<file path="config.mk">
export PLATFORM = sky130hd
export DESIGN_NAME = stc_unit
export DESIGN_NICKNAME = d
export VERILOG_FILES = /design/src/rtl/stc_pkg.sv /design/src/rtl/stc_ctrl.sv /design/src/rtl/stc_dpath.sv /design/src/rtl/stc_unit.sv
export SDC_FILE = /design/constraint.sdc
export NUM_CORES = 1
export LEC_CHECK = 0
export ABC_CLOCK_PERIOD_IN_PS = 2980
export BUFFER_PORTS_ARGS = -buffer_cell sky130_fd_sc_hd__buf_2
export CAP_MARGIN = 25
export CORE_UTILIZATION = 25
export DETAILED_ROUTE_END_ITERATION = 10
export PLACE_DENSITY = 0.56
export SLEW_MARGIN = 20
export SYNTH_ARGS = -nofsm -noshare
export SYNTH_HDL_FRONTEND = slang
export SYNTH_SLANG_ARGS = --single-unit
</file>
<file path="constraint.sdc">
create_clock -name clk -period 2.98 [get_ports clk]
set_input_delay 0.149 -clock clk [delete_from_list [all_inputs] [get_ports clk]]
set_output_delay 0.149 -clock clk [all_outputs]
set_load 0.03 [all_outputs]
</file>
<file path="src/rtl/stc_pkg.sv">
package stc_pkg;
  localparam logic [11:0] CSR_CMP_LO = 12'h14D;
  localparam logic [11:0] CSR_CMP_HI = 12'h15D;

  typedef enum logic [1:0] {
    PRIV_U = 2'b00,
    PRIV_S = 2'b01,
    PRIV_R = 2'b10,
    PRIV_M = 2'b11
  } priv_e;

  // strobes from control to datapath
  typedef struct packed {
    logic wrLo;    // 32-bit base, low half write
    logic wrHi;    // high half write
    logic wrAll;   // 64-bit base, full write
    logic rdLo32;  // low half read, zero-extended
    logic rdHi;    // high half read
    logic rdAll;   // full read
  } stc_strobe_t;
endpackage

</file>
<file path="src/rtl/stc_ctrl.sv">
module stc_ctrl
  import stc_pkg::*;
#(
  parameter int ADDR_W    = 12,
  parameter int IP_W      = 16,
  parameter int STIP_BIT  = 5,
  parameter int VSTIP_BIT = 6
) (
  input  logic              extEnable,
  input  logic              timeValid,
  input  logic [1:0]        privLevel,
  input  logic              cntTmEn,
  input  logic              envStce,
  input  logic              isRv32,
  input  logic              csrValid,
  input  logic [ADDR_W-1:0] csrAddr,
  input  logic              csrWrite,
  input  logic [IP_W-1:0]   ipWrMaskIn,
  output logic [IP_W-1:0]   ipWrMaskOut,
  output logic              csrIllegal,
  output stc_strobe_t       strb
);
  priv_e privCur;
  logic  isLo, isHi, hit;
  logic  baseOk, privOk, widthOk, accessOk, maskOn;

  assign privCur = priv_e'(privLevel);
  assign isLo    = (csrAddr == ADDR_W'(CSR_CMP_LO));
  assign isHi    = (csrAddr == ADDR_W'(CSR_CMP_HI));
  assign hit     = csrValid && (isLo || isHi);

  assign baseOk  = extEnable && timeValid;
  assign privOk  = (privCur == PRIV_M) ||
                   (cntTmEn && envStce && (privCur != PRIV_U));
  assign widthOk = isLo || isRv32;

  assign accessOk   = hit && baseOk && privOk && widthOk;
  assign csrIllegal = hit && !(baseOk && privOk && widthOk);

  always_comb begin
    strb        = '0;
    strb.wrLo   = accessOk && csrWrite && isLo && isRv32;
    strb.wrAll  = accessOk && csrWrite && isLo && !isRv32;
    strb.wrHi   = accessOk && csrWrite && isHi;
    strb.rdLo32 = accessOk && isLo && isRv32;
    strb.rdAll  = accessOk && isLo && !isRv32;
    strb.rdHi   = accessOk && isHi;
  end

  assign maskOn = extEnable && envStce && (privCur == PRIV_M);

  for (genvar b = 0; b < IP_W; b++) begin : g_mask
    if (b == STIP_BIT || b == VSTIP_BIT) begin : g_hw
      assign ipWrMaskOut[b] = ipWrMaskIn[b] && !maskOn;
    end else begin : g_sw
      assign ipWrMaskOut[b] = ipWrMaskIn[b];
    end
  end
endmodule

</file>
<file path="src/rtl/stc_dpath.sv">
module stc_dpath
  import stc_pkg::*;
#(
  parameter int TIME_W = 64
) (
  input  logic              clk,
  input  logic              rstN,
  input  stc_strobe_t       strb,
  input  logic [TIME_W-1:0] wdata,
  input  logic [TIME_W-1:0] timeNow,
  output logic [TIME_W-1:0] cmpQ,
  output logic [TIME_W-1:0] rdata,
  output logic              pending
);
  localparam int HALF_W = TIME_W / 2;

  for (genvar h = 0; h < 2; h++) begin : g_half
    logic              loadHalf;
    logic [HALF_W-1:0] srcHalf;
    logic [HALF_W-1:0] halfQ;

    if (h == 0) begin : g_lo
      assign loadHalf = strb.wrAll || strb.wrLo;
      assign srcHalf  = wdata[HALF_W-1:0];
    end else begin : g_hi
      assign loadHalf = strb.wrAll || strb.wrHi;
      assign srcHalf  = strb.wrAll ? wdata[TIME_W-1:HALF_W] : wdata[HALF_W-1:0];
    end

    always_ff @(posedge clk or negedge rstN) begin
      if (!rstN)         halfQ <= '0;
      else if (loadHalf) halfQ <= srcHalf;
    end

    assign cmpQ[h*HALF_W +: HALF_W] = halfQ;
  end

  always_ff @(posedge clk or negedge rstN) begin
    if (!rstN) pending <= 1'b0;
    else       pending <= (cmpQ <= timeNow);
  end

  always_comb begin
    rdata = '0;
    if (strb.rdAll)  rdata = cmpQ;
    if (strb.rdLo32) rdata = {{HALF_W{1'b0}}, cmpQ[HALF_W-1:0]};
    if (strb.rdHi)   rdata = {{HALF_W{1'b0}}, cmpQ[TIME_W-1:HALF_W]};
  end
endmodule

</file>
<file path="src/rtl/stc_unit.sv">
module stc_unit
  import stc_pkg::*;
#(
  parameter int TIME_W = 64,
  parameter int ADDR_W = 12,
  parameter int IP_W   = 16
) (
  input  logic              clk,
  input  logic              rstN,
  input  logic              extEnable,
  input  logic              timeValid,
  input  logic [1:0]        privLevel,
  input  logic              cntTmEn,
  input  logic              envStce,
  input  logic              isRv32,
  input  logic [TIME_W-1:0] timeNow,
  input  logic              csrValid,
  input  logic [ADDR_W-1:0] csrAddr,
  input  logic              csrWrite,
  input  logic [TIME_W-1:0] csrWdata,
  output logic [TIME_W-1:0] csrRdata,
  output logic              csrIllegal,
  input  logic [IP_W-1:0]   ipWrMaskIn,
  output logic [IP_W-1:0]   ipWrMaskOut,
  output logic              timerPending
);
  stc_strobe_t       strb;
  logic [TIME_W-1:0] cmpValue;

  stc_ctrl #(.ADDR_W(ADDR_W), .IP_W(IP_W)) u_ctrl (
    .extEnable(extEnable), .timeValid(timeValid), .privLevel(privLevel),
    .cntTmEn(cntTmEn), .envStce(envStce), .isRv32(isRv32),
    .csrValid(csrValid), .csrAddr(csrAddr), .csrWrite(csrWrite),
    .ipWrMaskIn(ipWrMaskIn), .ipWrMaskOut(ipWrMaskOut),
    .csrIllegal(csrIllegal), .strb(strb)
  );

  stc_dpath #(.TIME_W(TIME_W)) u_dpath (
    .clk(clk), .rstN(rstN), .strb(strb), .wdata(csrWdata),
    .timeNow(timeNow), .cmpQ(cmpValue), .rdata(csrRdata),
    .pending(timerPending)
  );
endmodule

</file>
==> summary.md <==
| Metric | Value |
|---|---|
| Fin. Hold Viols | `0` |
| Pins over their slew limit | `0` |
| Endpoints failing setup | `0` |
| Die X | `145 um` |
| Routability congestion estimate from global placement | `0.782` |
| Rel. slew slack | `39.3%` |
| Hold depth | `2` |
| Power per Cell Area | `326 nW/um2` |
| Setup crit end kind | `primary output` |
| Syn Nets | `771` |
| Fill cell count | `2151` |
| H-tree Lvls | `3` |
| Initial antenna violation count | `1` |
| Wire per inst | `17.5 um` |
| Overall routing resource usage | `17.3%` |
| Die H | `145 um` |
| CTS sink cnt | `65` |
| Slowest cell on crit path | `or4b_4` |
| CTS buffer count | `9` |
| Peak per-stage delay on the critical path | `0.54 ns` |
| Setup tns final | `0 ns` |
| Syn avg cell area | `9.53 um2` |
| Critical path class | `in -> out` |
| Peak VDD IR | `0.000259 V` |
| HP Class | `in -> reg` |
| Remaining global-route overflow | `0` |
| Layout cell share with drive strength beyond 1 | `39.5%` |
| Initial Utilization | `25.4%` |
| Critical Path RT | `2.83 ns` |
| Synthesized area | `5140 um2` |
| I/O Pins | `249` |
| Cell count after synthesis | `540` |
| Total Power | `0.00220 W` |
| Worst slew pin tran | `0.910 ns` |
| Critical-path maximum fanout | `32` |
| Nets | `977` |
| PortBufs | `220` |
| Syn. warnings | `0` |
| Flops & latches, synth | `65` |
| Die area | `21200 um2` |
| Commonest non-fill, non-tap cell in the layout | `buf_2` |
| TritonCTS clock tree | `built` |
| Vias per cell | `4.63` |
| Nature of the critical path startpoint | `input pin` |
| RSZ-0062 raised after global routing | `false` |
| Synth cell types | `41` |
| Clock tree buffer depth | `2` |
| Area after DPL | `6440 um2` |
| Clk_lat worst skew | `0.34 ns` |
| CP Data Arrival Time | `2.15 ns` |
| Iter 0 DRT Violations | `171` |
| P_leak | `4.13 nW` |
| CP Cell Sequence | `buf_2 > or4b_4 > nor3_4 > nand2_1 > nor2_4 > buf_4 > a22o_1 > buf_2` |
| TritonRoute pass-1 iters | `4` |
| Final HPWL DP | `13.8 mm` |
| Worst-path clk slew | `0.06 ns` |
| Vias in the first global route | `4879` |
| Final wirelength | `17.9 mm` |
| Setup skew after layout | `0.00484 ns` |
| Design area | `6750 um2` |
| CTS root buf | `clkbuf_16` |
| Final period util | `77.1%` |
| Worst R2R Path Depth | `7` |
| Hold Startpoint | `csrWdata[22]` |
| Std-Cell Rows | `52` |
| Crit-path most repeated cell | `buf_2` |
| Max Cap Viol | `0` |
| Worst R2R Start | `u_dpath.g_half[1].halfQ[15]` |
| Core outline area | `20200 um2` |
| Synthesis-to-layout area growth | `31.2%` |
| Period minus WS final | `2.30 ns` |
| Post-synthesis sequential area ratio | `31.6%` |
| Fmax | `435 MHz` |
| WHS Endpoint | `u_dpath.g_half[0].halfQ[22]` |
| Reg2reg end | `u_dpath.pending` |
| Commonest cells after routing, fill and taps aside | `219 x buf_2, 69 x inv_1, 65 x dfrtp_1` |
| Remaining DRCs | `0` |
| Global-route wire length before repair | `27.9 mm` |
| Resized cells post-CTS | `0` |
| Vias | `4729` |
| Largest net degree at the start of global routing | `66` |
| Flop2flop setup slack | `0.71 ns` |
| N_diodes | `0` |
| Antenna viol nets, final | `0` |
| Outcome | `finished clean` |
-- per-layer routing --
layer / up-vias / part of all wire (%) / track usage (%)
met5: - / 0.056 / 0
met4: 2 / 1.3 / 4.89
met3: 22 / 5.8 / 4.29
met2: 158 / 47 / 29.4
met1: 2198 / 46 / 21.8
li1: 2349 / - / -
-- where the power goes --
group	leakage (nW)	internal (W)	switching [W]	total, W
clock network	0.142	0.000668	0.000420	0.00109
registers	0.903	0.000883	0.000000355	0.000883
logic	3.08	0.000107	0.000121	0.000228
total	4.13	0.00166	0.000541	0.00220
-- repair_timing --
item / CTS / global route
hold buffers: 1 / 0
buffers inserted: 0 / 0
hold endpoints to repair: 65 / 0
-- per-stage QoR --
stage	util [%]	cells	hold slack [ns]	setup WS [ns]
floorplan	-	540	-0.147	0.890
global placement	31.8	1004	0.298	0.673
detailed placement	31.8	1004	0.298	0.669
CTS	33.4	1021	0.0419	0.663
global route	33.4	1021	0.0477	0.478
finish	33.4	1021	0.0572	0.682
-- how the worst max path moves through the flow --
stage                                      from         endpoint  cells past startpoint
finish                               csrAddr[5]     csrRdata[19]                      8
global route         u_dpath.g_half[1].halfQ[7]  u_dpath.pending                      7
CTS                                  csrAddr[5]     csrRdata[17]                      8
detailed placement                   csrAddr[5]     csrRdata[30]                      8
global placement                     csrAddr[5]     csrRdata[12]                      8
floorplan           u_dpath.g_half[1].halfQ[30]  u_dpath.pending                      7
-- cells in the mapped netlist, drive strengths merged --
library cell   n  area share, %
inv           69            5.0
dfrtp         65             32
ha            64             16
a22o          53             11
and2          35            4.3
mux2          32            7.0
nand2         32            2.3
a21oi         28            2.7
buf           27            4.0
a21o          24            3.5
nor2          19            1.8
nand4         15            1.8
clkbuf        11           0.80
nor3          10            1.2
o21ai          9           0.88
nand3          8           0.78
o22ai          7           0.85
a31oi          6           0.73
nor4           5           0.61
a221oi         3           0.51
and4           3           0.51
nand2b         2           0.24
nand4b         2           0.63
o211ai         2           0.29
a21boi         1           0.15
a222oi         1           0.19
a22oi          1           0.15
a41o           1           0.19
nor2b          1           0.12
o311a          1           0.19
or2            1           0.12
or4b           1           0.27
or4bb          1           0.22
-- flip-flops by register name, summed over array words and instances, names as in the netlist --
signal                flops
u_dpath.g_half.halfQ     64
u_dpath.pending           1
-- cell families after synthesis --
family,Yosys count,synth area share (%)
adder cells (fa/ha/maj),64,15.6
buffers and inverters,107,9.85
AND/OR/NAND/NOR,135,14.9
flip-flops,65,31.6
AO/OA/AOI/OAI,137,21.1
multiplexers,32,7.01
-- area by class of cell --
type	instances	area, um2	area share, %
multi-input combinational	368	3020	44.8
sequential	65	1630	24.1
timing repair buffer	233	1200	17.8
tap	270	338	5.01
inverter	69	259	3.84
clock buffer	11	243	3.60
clock inverter	5	55.1	0.816
-- critical path: cells and delay by family --
| kind | cells | cell delay, ns |
|---|---|---|
| buf+inv | 3 | 0.66 |
| compound gates | 1 | 0.22 |
| simple gates | 4 | 1.10 |
(Power assumes the default switching activity.)
